`config.mk`:
```
export PLATFORM = sky130hd
export DESIGN_NAME = t1_align_monitor
export DESIGN_NICKNAME = d
export VERILOG_FILES = /design/src/rtl/t1am_pkg.sv /design/src/rtl/t1am_position.sv /design/src/rtl/t1am_fbit_check.sv /design/src/rtl/t1am_loss_decide.sv /design/src/rtl/t1am_err_counter.sv /design/src/rtl/t1_align_monitor.sv
export SDC_FILE = /design/constraint.sdc
export NUM_CORES = 1
export LEC_CHECK = 0
export BUFFER_PORTS_ARGS = -buffer_cell sky130_fd_sc_hd__buf_2
export CAP_MARGIN = 10
export CORE_MARGIN = 2
export CORE_UTILIZATION = 45
export CTS_CLUSTER_DIAMETER = 80
export DETAILED_ROUTE_END_ITERATION = 7
export GPL_TIMING_DRIVEN = 1
export MAX_ROUTING_LAYER = met4
export PLACE_DENSITY_LB_ADDON = 0.3
export SETUP_SLACK_MARGIN = 0.05
export SLEW_MARGIN = 20
export SYNTH_ARGS = -nofsm -noshare
export SYNTH_HDL_FRONTEND = slang
export SYNTH_SLANG_ARGS = --single-unit
```
`constraint.sdc`:
```
create_clock -name clk -period 3.2 [get_ports clk]
set_input_delay 0.64 -clock clk [delete_from_list [all_inputs] [get_ports clk]]
set_output_delay 0.64 -clock clk [all_outputs]
set_load 0.01 [all_outputs]
```
`src/rtl/t1am_pkg.sv`:
```
// Package: shared types and constants of the T1 frame alignment loss monitor.
// Assumes the format and criterion codes listed in the brief.
package t1am_pkg;

    // Multiframe format select codes
    typedef enum logic [1:0] {
        FMT_F4  = 2'd0,
        FMT_D4  = 2'd1,
        FMT_ESF = 2'd2,
        FMT_F72 = 2'd3
    } fmt_e;

    // Loss criterion select codes
    typedef enum logic [1:0] {
        CRIT_W4   = 2'd0,
        CRIT_W5   = 2'd1,
        CRIT_W6   = 2'd2,
        CRIT_ESF4 = 2'd3
    } crit_e;

    // Width of the frame-in-multiframe index (longest multiframe is 72)
    localparam int FIDX_W = 7;

    // Expected sequences, entry k in bit k (upper bits unused)
    localparam logic [7:0] D4_SIG_SEQ  = 8'b0001_1100;
    localparam logic [7:0] ESF_FAS_SEQ = 8'b0011_0100;

    // Result of one framing-bit check, registered by the check stage
    typedef struct packed {
        logic vld;      // a checked framing bit was seen
        logic err;      // it was wrong
        logic mf_done;  // it closed an extended superframe
        logic mf_bad;   // that superframe held at least one error
    } chk_t;

    // Number of frames in a multiframe for a given format
    function automatic logic [FIDX_W-1:0] mf_len(input fmt_e f);
        case (f)
            FMT_F4:  return FIDX_W'(4);
            FMT_D4:  return FIDX_W'(12);
            FMT_ESF: return FIDX_W'(24);
            default: return FIDX_W'(72);
        endcase
    endfunction

endpackage

```
`src/rtl/t1am_position.sv`:
```
// Module: t1am_position
// Tracks the bit position inside a frame and the frame index inside the
// multiframe. Assumes the stream is already aligned: sync_start marks that
// the next valid bit is the framing bit of the first frame.
module t1am_position #(
    parameter int FRAME_LEN = 193
) (
    input  logic                          clk,
    input  logic                          rst_n,
    input  logic                          rx_valid,
    input  logic                          sync_start,
    input  t1am_pkg::fmt_e                fmt,
    output logic                          is_fbit,
    output logic [t1am_pkg::FIDX_W-1:0]   frame_idx
);
    localparam int POS_W = $clog2(FRAME_LEN);
    localparam logic [POS_W-1:0] POS_LAST = POS_W'(FRAME_LEN - 1);

    logic [POS_W-1:0]              bit_pos;
    logic [t1am_pkg::FIDX_W-1:0]   idx_last;

    // Last frame index of the selected multiframe
    always_comb idx_last = t1am_pkg::mf_len(fmt) - 1'b1;

    // Framing bit is the valid bit at position zero
    always_comb is_fbit = rx_valid && (bit_pos == '0) && !sync_start;

    // Advance bit and frame counters on each valid bit
    always_ff @(posedge clk) begin
        if (!rst_n || sync_start) begin
            bit_pos   <= '0;
            frame_idx <= '0;
        end else if (rx_valid) begin
            if (bit_pos == POS_LAST) begin
                bit_pos   <= '0;
                frame_idx <= (frame_idx >= idx_last) ? '0 : frame_idx + 1'b1;
            end else begin
                bit_pos <= bit_pos + 1'b1;
            end
        end
    end

endmodule

```
`src/rtl/t1am_fbit_check.sv`:
```
// Module: t1am_fbit_check
// Compares each framing bit with the value the selected format expects and
// registers the outcome. Also gathers the per-superframe error summary.
// Assumes frame_idx is inside the selected multiframe.
module t1am_fbit_check (
    input  logic                          clk,
    input  logic                          rst_n,
    input  logic                          sync_start,
    input  logic                          is_fbit,
    input  logic                          rx_bit,
    input  logic                          exp_fbit,
    input  t1am_pkg::fmt_e                fmt,
    input  logic [t1am_pkg::FIDX_W-1:0]   frame_idx,
    output t1am_pkg::chk_t                chk
);
    import t1am_pkg::*;

    logic       checked;
    logic       expect_bit;
    logic       mf_last;
    logic [2:0] seq_k;
    logic       bit_err;
    logic       mf_acc;

    // Select the expected value and whether this frame is checked
    always_comb begin
        checked    = 1'b1;
        expect_bit = exp_fbit;
        mf_last    = 1'b0;
        seq_k      = '0;
        case (fmt)
            FMT_D4: begin
                seq_k      = frame_idx[3:1];
                expect_bit = frame_idx[0] ? D4_SIG_SEQ[seq_k] : ~seq_k[0];
            end
            FMT_ESF: begin
                seq_k      = frame_idx[4:2];
                checked    = (frame_idx[1:0] == 2'b11);
                expect_bit = ESF_FAS_SEQ[seq_k];
                mf_last    = (frame_idx == FIDX_W'(23));
            end
            default: begin
                checked    = 1'b1;
                expect_bit = exp_fbit;
            end
        endcase
    end

    // Mismatch of a checked framing bit
    always_comb bit_err = is_fbit && checked && (rx_bit != expect_bit);

    // Register the check result and accumulate superframe errors
    always_ff @(posedge clk) begin
        if (!rst_n || sync_start) begin
            chk    <= '0;
            mf_acc <= 1'b0;
        end else begin
            chk.vld     <= is_fbit && checked;
            chk.err     <= bit_err;
            chk.mf_done <= is_fbit && checked && mf_last;
            chk.mf_bad  <= mf_acc || bit_err;
            if (is_fbit && checked && (fmt == FMT_ESF)) begin
                mf_acc <= mf_last ? 1'b0 : (mf_acc || bit_err);
            end
        end
    end

endmodule

```
`src/rtl/t1am_loss_decide.sv`:
```
// Module: t1am_loss_decide
// Applies the selected loss criterion: a sliding m-of-n window of checked
// framing bits, or a run of errored extended superframes. The flag is sticky
// until sync_start. Assumes one check result per cycle at most.
module t1am_loss_decide #(
    parameter int WIN_BASE   = 4,
    parameter int ERR_THRESH = 2,
    parameter int RUN_LIMIT  = 4
) (
    input  logic              clk,
    input  logic              rst_n,
    input  logic              sync_start,
    input  t1am_pkg::crit_e   crit,
    input  t1am_pkg::chk_t    chk,
    output logic              loss
);
    import t1am_pkg::*;

    localparam int WIN_MAX = WIN_BASE + 2;
    localparam int HIT_W   = $clog2(WIN_MAX + 1);
    localparam int RUN_W   = $clog2(RUN_LIMIT + 1);

    logic [WIN_MAX-1:0] win;
    logic [WIN_MAX-1:0] win_nx;
    logic [HIT_W-1:0]   hits;
    logic [RUN_W-1:0]   run;
    logic [RUN_W-1:0]   run_nx;
    logic               win_trip;
    logic               run_trip;

    // Window after shifting in the newest result
    always_comb win_nx = {win[WIN_MAX-2:0], chk.err};

    // Count errors inside the selected window length
    always_comb begin
        hits = '0;
        for (int i = 0; i < WIN_MAX; i++) begin
            if (i < WIN_BASE + int'(crit)) begin
                hits = hits + HIT_W'(win_nx[i]);
            end
        end
    end

    // Next superframe run value, held at the limit
    always_comb run_nx = (run == RUN_W'(RUN_LIMIT)) ? run : run + 1'b1;

    // Trip conditions of the two criteria
    always_comb begin
        win_trip = chk.vld && (crit != CRIT_ESF4) && (int'(hits) >= ERR_THRESH);
        run_trip = chk.mf_done && chk.mf_bad && (crit == CRIT_ESF4)
                   && (run_nx == RUN_W'(RUN_LIMIT));
    end

    // Update window, superframe run and sticky flag
    always_ff @(posedge clk) begin
        if (!rst_n || sync_start) begin
            win  <= '0;
            run  <= '0;
            loss <= 1'b0;
        end else begin
            if (chk.vld) begin
                win <= win_nx;
            end
            if (chk.mf_done) begin
                run <= chk.mf_bad ? run_nx : '0;
            end
            if (win_trip || run_trip) begin
                loss <= 1'b1;
            end
        end
    end

endmodule

```
`src/rtl/t1am_err_counter.sv`:
```
// Module: t1am_err_counter
// Saturating framing error counter with a clear that wins over counting and
// a hold input that freezes it. Assumes inc is a one-cycle event.
module t1am_err_counter #(
    parameter int CNT_W = 16
) (
    input  logic             clk,
    input  logic             rst_n,
    input  logic             inc,
    input  logic             hold,
    input  logic             clr,
    output logic [CNT_W-1:0] cnt
);
    localparam logic [CNT_W-1:0] CNT_MAX = '1;

    // Clear, hold or count up to the ceiling
    always_ff @(posedge clk) begin
        if (!rst_n || clr) begin
            cnt <= '0;
        end else if (inc && !hold && (cnt != CNT_MAX)) begin
            cnt <= cnt + 1'b1;
        end
    end

endmodule

```
`src/rtl/t1_align_monitor.sv`:
```
// Module: t1_align_monitor
// Top of the T1 frame alignment loss monitor: locates framing bits, checks
// them against the selected multiframe format, decides loss of alignment and
// counts framing errors. Assumes an already aligned input stream.
module t1_align_monitor #(
    parameter int SLOTS      = 24,
    parameter int SLOT_BITS  = 8,
    parameter int CNT_W      = 16,
    parameter int WIN_BASE   = 4,
    parameter int ERR_THRESH = 2,
    parameter int RUN_LIMIT  = 4
) (
    input  logic             clk,
    input  logic             rst_n,
    input  logic             rx_bit,
    input  logic             rx_valid,
    input  logic             sync_start,
    input  logic [1:0]       fmt_sel,
    input  logic [1:0]       crit_sel,
    input  logic             auto_en,
    input  logic             exp_fbit,
    input  logic             cnt_rd_clr,
    output logic             loss_flag,
    output logic [CNT_W-1:0] err_count
);
    import t1am_pkg::*;

    localparam int FRAME_LEN = 1 + SLOTS * SLOT_BITS;

    fmt_e                fmt;
    crit_e               crit;
    logic                is_fbit;
    logic [FIDX_W-1:0]   frame_idx;
    chk_t                chk;
    logic                cnt_inc;

    // Decode the select inputs
    always_comb begin
        fmt  = fmt_e'(fmt_sel);
        crit = crit_e'(crit_sel);
    end

    // Count event depends on the criterion in force
    always_comb cnt_inc = (crit == CRIT_ESF4) ? (chk.mf_done && chk.mf_bad)
                                              : (chk.vld && chk.err);

    t1am_position #(
        .FRAME_LEN (FRAME_LEN)
    ) u_position (
        .clk        (clk),
        .rst_n      (rst_n),
        .rx_valid   (rx_valid),
        .sync_start (sync_start),
        .fmt        (fmt),
        .is_fbit    (is_fbit),
        .frame_idx  (frame_idx)
    );

    t1am_fbit_check u_check (
        .clk        (clk),
        .rst_n      (rst_n),
        .sync_start (sync_start),
        .is_fbit    (is_fbit),
        .rx_bit     (rx_bit),
        .exp_fbit   (exp_fbit),
        .fmt        (fmt),
        .frame_idx  (frame_idx),
        .chk        (chk)
    );

    t1am_loss_decide #(
        .WIN_BASE   (WIN_BASE),
        .ERR_THRESH (ERR_THRESH),
        .RUN_LIMIT  (RUN_LIMIT)
    ) u_decide (
        .clk        (clk),
        .rst_n      (rst_n),
        .sync_start (sync_start),
        .crit       (crit),
        .chk        (chk),
        .loss       (loss_flag)
    );

    t1am_err_counter #(
        .CNT_W (CNT_W)
    ) u_counter (
        .clk   (clk),
        .rst_n (rst_n),
        .inc   (cnt_inc),
        .hold  (auto_en),
        .clr   (cnt_rd_clr),
        .cnt   (err_count)
    );

endmodule

```
==> impl_metrics.py, run 1 <==
metrics = {
    "layout": {
        "fill_cells": 585,
        "final_cell_mix": "dfxtp_1 (44), nor2_1 (35), nand2_1 (28), buf_2 (28), a21oi_1 (20)",
        "seqCellArea_um2": 944.7,
        "multi_input_area_mm2": 0.001735,
        "final_core_util_pct": 53.02,
        "final_cells": 441,
        "synthToLayoutAreaGrowth_pct": 13.99,
        "drive_above_1_share_pct": 17.49,
        "num_antenna_cells": 0,
        "layout_commonest_cell": "dfxtp_1",
        "nets": 401,
        "final_area_mm2": 0.003139,
    },
    "setup_path": {
        "path_max_fanout": 2,
        "reg2reg_slack_ps": 70,
        "critPathLaunchType": "flip-flop",
        "rr_startpoint": "u_check.chk[2]",
        "end_kind": "flip-flop",
        "r2r-end": "u_decide.loss",
        "crit_required_ps": 3430,
        "r2r_cells": 15,
        "worstPathArrival_ps": 3360,
        "critical_path_class": "flip-flop to flip-flop",
    },
    "grt": {
        "antenna_found_initial": 0,
        "track_usage_pct": 19.24,
        "grt_pass1_wl_mm": 9.963,
        "grt_overflow": 0,
        "grt_max_degree": 17,
        "grt_pass1_vias": 2220,
    },
    "synth": {
        "synth_area_mm2": 0.002754,
        "avgSynthCellArea_um2": 8.270,
        "ys_seq_area_share_pct": 34.17,
        "synthArstFlopShare_pct": 0,
        "synth.distinct_cells": 56,
        "synth_edf_count": 0,
        "ys.flop_type": "dfxtp_1",
        "synthCells": 333,
        "synth_nets": 369,
        "ys_seq_elements": 47,
        "yosys_warnings": 0,
    },
    "clocking": {
        "cts_tree": "done",
        "htree_levels": 2,
        "cts_root_buf": "clkbuf_8",
        "clock_latency_ps": 310,
        "clockBufferDepth": 2,
        "cts.clk_slew.worst_paths_ps": 100,
        "holdBufCountCts": 0,
        "clkSinkCount": 47,
        "cts_buffers": 5,
    },
    "route": {
        "route.vias.total": 2408,
        "viasPerCell": 5.460,
        "drc_errors": 0,
        "ant_nets": 0,
        "drt-pass1-iter-count": 4,
        "wl_mm": 5.728,
        "wl_per_cell_um": 12.99,
        "drt-initial-drc-count": 139,
    },
    "status": {
        "status": "complete, no violations",
    },
    "place": {
        "dp_hpwl_mm": 4.127,
        "io_buffer_count": 28,
        "gp_congestion": 0.8188,
        "post_dp_cell_area_mm2": 0.002962,
        "dp.cells": 428,
        "pre_cts_ws_ps": -58.41,
    },
    "timing": {
        "post-route-period-util_pct": 97.92,
        "setup_violations": 0,
        "maxSlewViolCount": 0,
        "period_needed_ps": 3134,
        "grt_setup_unrepaired": "true",
        "max_slew.worst_pin.slew_ps": 609.1,
        "slew_headroom_pct": 59.31,
        "setup_ws_ps": 66.46,
        "hold_viol_final": 0,
        "finClkSkew_ps": 15.73,
        "fmax_mhz": 319.1,
    },
    "floorplan": {
        "die_y_um": 82.23,
        "ios": 29,
        "rows": 28,
        "die_w_um": 82.23,
        "fp.dieArea_mm2": 0.006762,
        "core_mm2": 0.005921,
        "initial_core_util_pct": 46.51,
    },
    "min_path": {
        "hold_end": "u_decide.run[1]",
        "hold_start": "u_decide.run[1]",
        "hold_path.class": "flip-flop to flip-flop",
        "min_path_cells": 2,
    },
    "run": {
        "maxCapViolations": 0,
    },
    "pwr": {
        "ir_worst_vdd_v": 0.0001589,
        "cellPowerDensity_mw_per_mm2": 324.3,
        "power.total_mw": 1.018,
        "power.leakage_nw": 1.247,
    },
}
-- cell type report --
type / count / share of cell area, %
Tap cell: 75 / 2.989
Multi-Input combinational cell: 255 / 55.28
Timing Repair Buffer: 35 / 6.138
Inverter: 21 / 2.511
Clock inverter: 3 / 0.7971
Sequential cell: 47 / 30.09
Clock buffer: 5 / 2.192
-- report_power, final --
group	internal, mW	switching (mW)	total [mW]	leakage [nW]
clock	0.156	0.216	0.372	0.0443
sequential	0.586	0.00281	0.589	0.380
combinational	0.0218	0.0351	0.0569	0.822
total	0.764	0.254	1.02	1.25
-- per-layer routing --
| metal | vias to the layer above | global-route usage, % | share of wire, % |
|---|---|---|---|
| met2 | 30 | 31.94 | 48 |
| met1 | 1129 | 23.74 | 48 |
| met5 | - | - | 0 |
| met3 | 7 | 3.587 | 3.0 |
| met4 | 0 | 5.833 | 1.1 |
| li1 | 1242 | - | - |
-- synthesized netlist by cell type (all sizes together), types with 5 or more instances --
library cell / instances / area [um2]
dfxtp: 47 / 940.9
nor2: 35 / 131.4
nand2: 29 / 111.4
ha: 22 / 275.3
a21oi: 21 / 105.1
inv: 21 / 78.83
nand3: 15 / 75.07
nand4: 10 / 62.56
o21ai: 10 / 50.05
xor2: 10 / 87.58
mux2i: 8 / 80.08
nor3: 8 / 40.04
and3: 7 / 43.79
nand2b: 7 / 43.79
or3: 7 / 45.05
buf: 6 / 26.27
or4: 6 / 45.04
xnor2: 5 / 43.79
-- per-stage QoR --
| step | setup TNS, ps | hold slack [ps] |
|---|---|---|
| floorplan | 0 | 452.5 |
| global placement | 0 | 475.1 |
| detailed placement | -58.41 | 487.0 |
| CTS | 0 | 503.0 |
| global route | -96.12 | 524.7 |
| finish | 0 | 497.2 |
-- worst max-delay path by stage --
stage,cells past startpoint,slack [ps],startpoint,endpoint
global placement,15,100,u_check.chk[2],u_decide.loss
detailed placement,15,-60,u_check.chk[2],u_decide.loss
floorplan,15,190,u_check.chk[2],u_decide.loss
finish,15,70,u_check.chk[2],u_decide.loss
CTS,15,30,u_decide.win[1],u_decide.loss
global route,15,-100,u_check.chk[2],u_decide.loss
-- state kept, by name, summed over array words and instances, names as in the netlist, named ones only --
signal	count
u_decide.run	3
u_position.bit_pos	8
u_counter.cnt	16
u_check.chk	4
u_decide.win	5
u_position.frame_idx	7
u_decide.loss	1
u_check.mf_acc	1
-- worst max-delay path, cell delays in order, from the launching register on --
cell and delay [ps]:
dfxtp_2 340, inv_2 40, fa_1 470, inv_1 70
ha_2 160, inv_2 40, fa_1 510, inv_2 60
ha_4 230, mux2_4 290, ha_4 170, xor2_2 140
a21oi_2 150, xor2_1 160, nand3_1 90, a31oi_1 140
-- cells by family (layout without fill, tap and decap cells) --
logic type / Yosys count / after routing / synth area share [%]
buffers and inverters: 31 / 64 / 4.361
adder cells (fa/ha/maj): 24 / 24 / 11.45
multiplexers: 10 / 10 / 3.862
other: 1 / 1 / 0.1362
AO/OA/AOI/OAI: 57 / 57 / 12.99
XOR/XNOR: 15 / 15 / 4.770
AND/OR/NAND/NOR: 148 / 148 / 28.26
flip-flops: 47 / 47 / 34.17
-- repair_timing --
action                                  4_1_cts  5_1_grt
setup buffers                                 4        1
pin swaps                                     6        7
resized for setup                             8        7
hold endpoints to repair                      0        0
endpoints found under the setup margin        1        1
No activity file was read; power rests on OpenSTA's default activity.
==> inputs of run 2 (changes only) <==
CORE_UTILIZATION = 30   (was 45)
==> run 2 against run 1 <==
Net effect: core utilization fell by 17 points; sequential share of layout area shrank 0.71 points; via count grew 0.21%; sequential power barely moved.
==> impl_metrics.py, run 2 (synthesis gave the netlist of run 1 again) <==
metrics = {
    "run": {
        "maxCapViolations": 0,
    },
    "floorplan": {
        "core_mm2": 0.008806,
        "die_y_um": 99.81,
        "rows": 34,
        "die_w_um": 99.81,
        "ios": 29,
        "fp.dieArea_mm2": 0.009962,
        "initial_core_util_pct": 31.27,
    },
    "grt": {
        "grt_overflow": 0,
        "grt_max_degree": 15,
        "track_usage_pct": 13.01,
        "antenna_found_initial": 0,
        "grt_pass1_wl_mm": 10.38,
        "grt_pass1_vias": 2214,
    },
    "layout": {
        "drive_above_1_share_pct": 17.44,
        "seqCellArea_um2": 944.7,
        "synthToLayoutAreaGrowth_pct": 16.76,
        "top_register": "u_counter.cnt",
        "largest_reg_flops": 16,
        "layout_commonest_cell": "dfxtp_1",
        "nets": 403,
        "final_cell_mix": "dfxtp_1 (44), nor2_1 (35), nand2_1 (28), buf_2 (28), a21oi_1 (20)",
        "num_antenna_cells": 0,
        "multi_input_area_mm2": 0.001735,
        "final_core_util_pct": 36.52,
        "fill_cells": 926,
        "reg_top3": "u_counter.cnt: 16 flops, u_position.bit_pos: 8 flops, u_position.frame_idx: 7 flops",
    },
    "setup_path": {
        "worstPathArrival_ps": 3320,
        "critical_path_class": "flip-flop to flip-flop",
        "path_max_fanout": 2,
        "reg2reg_slack_ps": 100,
        "rr_startpoint": "u_check.chk[2]",
        "r2r_cells": 15,
        "end_kind": "flip-flop",
        "crit_required_ps": 3420,
        "critPathLaunchType": "flip-flop",
        "r2r-end": "u_decide.loss",
    },
    "clocking": {
        "clock_latency_ps": 300,
        "cts_root_buf": "clkbuf_8",
        "cts.clk_slew.worst_paths_ps": 90,
        "clockBufferDepth": 2,
        "cts_tree": "done",
        "clkSinkCount": 47,
        "htree_levels": 2,
        "cts_buffers": 5,
    },
    "min_path": {
        "hold_end": "u_check.mf_acc",
        "hold_start": "u_check.mf_acc",
        "min_path_cells": 2,
        "hold_path.class": "flip-flop to flip-flop",
    },
    "timing": {
        "whs_ps": 490.0,
        "post-route-period-util_pct": 96.89,
        "max_slew.worst_pin.slew_ps": 593.6,
        "maxSlewViolCount": 0,
        "setup_violations": 0,
        "fmax_mhz": 322.5,
        "grt_setup_unrepaired": "true",
        "slew_headroom_pct": 60.35,
        "finClkSkew_ps": 11.49,
        "hold_viol_final": 0,
        "fin_tns_setup_ps": 0,
        "period_needed_ps": 3101,
    },
    "route": {
        "drc_errors": 0,
        "wl_per_cell_um": 12.65,
        "wl_mm": 6.008,
        "drt-pass1-iter-count": 4,
        "route.vias.total": 2413,
        "ant_nets": 0,
        "drt-initial-drc-count": 97,
        "viasPerCell": 5.080,
    },
    "place": {
        "gp_congestion": 0.7958,
        "dp_hpwl_mm": 4.360,
        "io_buffer_count": 28,
    },
    "status": {
        "status": "complete, no violations",
    },
    "pwr": {
        "cellPowerDensity_mw_per_mm2": 334.9,
        "power.leakage_nw": 1.265,
        "ir_worst_vdd_v": 0.0001977,
    },
}
run 2: stage by stage:
stage | worst slack [ps] | power [mW] | std cells | area, um2
floorplan | 186.7 | 0.6370 | 333 | 2754
global placement | 95.28 | 0.6583 | 461 | 3003
detailed placement | -33.53 | 0.6595 | 461 | 3003
CTS | 39.64 | 1.096 | 474 | 3174
global route | -12.04 | 1.131 | 475 | 3216
finish | 99.42 | 1.077 | 475 | 3216
run 2: worst max-delay path by stage:
stage                         start       endpoint  slack, ps  cells past startpoint
finish               u_check.chk[2]  u_decide.loss        100                     15
global route         u_check.chk[2]  u_decide.loss        -10                     15
CTS                 u_decide.win[1]  u_decide.loss         40                     15
detailed placement  u_decide.win[0]  u_decide.loss        -30                     15
global placement     u_check.chk[2]  u_decide.loss        100                     15
floorplan            u_check.chk[2]  u_decide.loss        190                     15
run 2: layout make-up:
type	instances	area share (%)
multi-input cells	255	53.97
flip-flops and latches	47	29.38
repair buffers	37	6.693
well taps	108	4.202
inverters	21	2.451
clock buffers	5	2.140
clock inverters	2	1.167
run 2: where the power goes:
group | switching, mW | internal (mW)
combinational | 0.0352 | 0.0219
sequential | 0.00284 | 0.586
clock | 0.202 | 0.229
run 2: routing by layer:
metal,vias up,GRT usage (%),wire length (um)
li1,1246,-,-
met2,30,21.15,2878
met5,-,-,0
met1,1131,16.67,2924
met3,6,2.507,144
met4,0,3.477,61
run 2: what timing repair did:
action / CTS / global route
resized for setup: 7 / 9
setup buffers: 6 / 1
pin swaps: 7 / 6
hold buffers: 0 / 0
setup endpoints to repair: 1 / 1
run 2: critical path: stages (launching register included):
cell and delay, ps:
dfxtp_2 340, inv_2 40, fa_1 530, inv_1 40, ha_2 160, inv_2 50
fa_1 410, inv_2 100, ha_4 190, mux2_4 290, ha_4 170, xor2_2 140
a21oi_2 150, xor2_1 170, nand3_1 100, a31oi_1 140
==> inputs of run 3 (changes only) <==
SYNTH_HIERARCHICAL = 1   (was unset)
==> run 3 against run 2 <==
Net effect: total power down 7.6%; global-route usage down 0.96 points; combinational power up 31%; clock skew down 3.6 ps; critical path type unchanged; highest routed layer unchanged; setup slack better by 130 ps; final cell count down 2.5%; clock power down 17%; die area up 1.6%; design area down 0.78%.
==> impl_metrics.py, run 3 <==
metrics = {
    "status": {
        "status": "complete, no violations",
    },
    "layout": {
        "final_core_util_pct": 34.86,
        "layout_commonest_cell": "dfxtp_1",
        "num_antenna_cells": 0,
        "nets": 385,
        "final_cell_mix": "dfxtp_1 (42), nand2_1 (30), a21oi_1 (29)",
        "synthToLayoutAreaGrowth_pct": 13.99,
        "reg_top3": "u_counter/cnt: 16 flops, u_position/bit_pos: 8 flops, u_position/frame_idx: 7 flops",
        "largest_reg_flops": 16,
        "drive_above_1_share_pct": 18.18,
        "top_register": "u_counter/cnt",
    },
    "synth": {
        "synth_nets": 352,
        "ys_seq_area_share_pct": 32.19,
        "yosys-top-cells-count": "dfxtp_1 (45), a21oi_1 (30), nand2_1 (30)",
        "yosys_warnings": 6,
        "synth_top_family_by_area": "simple AND/OR/NAND/NOR gates",
        "synthAdderAreaFrac_pct": 9.924,
        "synthCells": 319,
        "ys_seq_elements": 45,
        "synth_top_cell_area_share_pct": 32.19,
        "synthArstFlopShare_pct": 0,
        "synth_top_cell_by_area": "dfxtp_1",
        "synth_area_mm2": 0.002799,
        "synth_edf_count": 0,
        "synth_area_leaders": "dfxtp_1 (32%), ha_1 (8.5%), a21oi_1 (5.4%)",
        "synth.distinct_cells": 62,
        "synth_compound_area_share_pct": 17.39,
        "synth_most_common_cell": "dfxtp_1",
        "synthMuxAreaShare_pct": 4.470,
        "avgSynthCellArea_um2": 8.774,
        "synthXorXnorAreaFrac_pct": 3.755,
        "yosys.area_share.simple_pct": 28.57,
        "ys.flop_type": "dfxtp_1",
    },
    "place": {
        "pre_cts_ws_ps": 105.0,
        "gp_congestion": 0.8241,
        "io_buffer_count": 28,
        "dp_hpwl_mm": 4.282,
    },
    "pwr": {
        "power_frac_seq_pct": 56.6,
        "cellPowerDensity_mw_per_mm2": 311.8,
        "intPower_mw": 0.7630,
        "clkPwrFrac_pct": 35.9,
        "p_comb_share_pct": 7.5,
        "power.leakage_nw": 1.216,
        "swShare_pct": 23.31,
        "switchingPower_mw": 0.2319,
        "ir_worst_vdd_v": 0.0001414,
    },
    "grt": {
        "track_usage_pct": 12.05,
        "antenna_found_initial": 0,
        "grt_max_degree": 16,
        "grt_pass1_wl_mm": 9.729,
        "grt_overflow": 0,
        "grt_pass1_vias": 2159,
    },
    "setup_path": {
        "critPathLaunchType": "flip-flop",
        "crit_required_ps": 3370,
        "path_buf_inv": 4,
        "critPathTopFamily": "adder cells",
        "cp_cell_sequence": "inv_1 > fa_1 > inv_1 > ha_1 > inv_1 > fa_2 > inv_2 > ha_4 > nor2_4 > a21oi_2 > ha_2 > nor2b_1 > o21ai_0 > nand4_1 > o211ai_1",
        "crit_top_cell": "inv_1",
        "critical_path_class": "flip-flop to flip-flop",
        "slowest_stage": "fa_2",
        "worstPathArrival_ps": 3140,
        "path_max_fanout": 4,
        "end_kind": "flip-flop",
        "slowest_delay_ps": 570,
    },
    "timing": {
        "hold_viol_final": 0,
        "post-route-period-util_pct": 92.88,
        "setup_ws_ps": 227.8,
        "slew_headroom_pct": 56.56,
        "fin_tns_setup_ps": 0,
        "fmax_mhz": 336.5,
        "period_needed_ps": 2972,
        "grt_setup_unrepaired": "false",
        "setup_violations": 0,
        "maxSlewViolCount": 0,
        "max_slew.worst_pin.slew_ps": 651.6,
        "finClkSkew_ps": 7.857,
    },
    "clocking": {
        "cts_buffers": 5,
        "cts.clk_slew.worst_paths_ps": 80,
        "cts_root_buf": "clkbuf_8",
        "clock_latency_ps": 290,
        "htree_levels": 2,
        "clockBufferDepth": 2,
        "holdBufCountCts": 0,
        "cts_tree": "done",
        "clkSinkCount": 45,
    },
    "floorplan": {
        "die_y_um": 100.6,
        "die_w_um": 100.6,
        "fp.dieArea_mm2": 0.01012,
        "initial_core_util_pct": 30.58,
        "ios": 29,
        "rows": 35,
        "core_mm2": 0.009153,
    },
    "route": {
        "drt-pass1-iter-count": 4,
        "ant_nets": 0,
        "viasPerCell": 5.028,
        "route.vias.total": 2328,
        "wl_mm": 5.761,
        "drc_errors": 0,
        "drt-initial-drc-count": 63,
        "wl_per_cell_um": 12.44,
    },
    "run": {
        "maxCapViolations": 0,
    },
    "min_path": {
        "hold_path.class": "flip-flop to flip-flop",
    },
}
-- run 3: cell types whose count changed in the layout (fill, tap and decap cells not counted), sizes merged, moves of 4 or more --
cell / change
a21oi: +10
and3: -6
buf: -7
nand2b: +4
nand3: -7
nor2: -13
xor2: -4
-- run 3: logic make-up (layout without fill, tap and decap cells) --
family,Yosys count,after routing
fa+ha+maj,21,21
xor+xnor,12,12
other cells,1,1
simple gates,134,134
buf+inv,23,56
flops,45,45
compound gates,71,71
mux,12,12
-- run 3: through the flow --
step	total power, mW	instances	hold WS, ps	area (um2)
final	0.9949	463	493.2	3191
after global routing	1.052	463	521.2	3191
after CTS	1.014	462	502.9	3143
after detailed placement	0.6493	455	489.3	3057
after global placement	0.6476	455	473.2	3057
after floorplan	0.6262	319	453.4	2799
-- run 3: tightest hold or removal path, cell delays in order (launching register included) --
cell      delay (ps)
dfxtp_1          330
nand2b_1          70
a21oi_1           60
-- run 3: what timing repair did --
action | CTS | global route
resized for setup | 0 | 11
setup endpoints to repair | 0 | 1
setup buffers | 0 | 1
-- run 3: routing by layer --
layer	share of wire, %	global-route usage (%)
met1	51	15.50
met2	45	18.62
met3	2.0	2.635
met4	1.2	4.320
met5	0	-
-- run 3: final cells by class --
| cell class | instances | area [um2] |
|---|---|---|
| sequential | 45 | 904.6 |
| tap | 111 | 138.9 |
| timing repair buffer | 30 | 155.1 |
| fill | 937 | 5962 |
| multi-input combinational | 251 | 1834 |
| clock buffer | 7 | 86.33 |
| inverter | 19 | 71.32 |
-- run 3: power by group through the flow --
stage                     sequential, mW  combinational (mW)  clock [mW]
after floorplan                    0.576              0.0506           0
after global placement             0.577              0.0709           0
after detailed placement           0.577              0.0725           0
after CTS                          0.564              0.0729       0.378
after global routing               0.564              0.0827       0.405
final                              0.563              0.0747       0.357
-- run 3: final timing paths --
kind	from	to	slack [ps]	cells after the start
setup / recovery	u_check/chk[2]	u_decide/loss	230	15
hold / removal	u_decide/run[1]	u_decide/run[1]	490	2
setup reg to reg	u_check/chk[2]	u_decide/loss	230	15
hold reg to reg	u_decide/run[1]	u_decide/run[1]	490	2
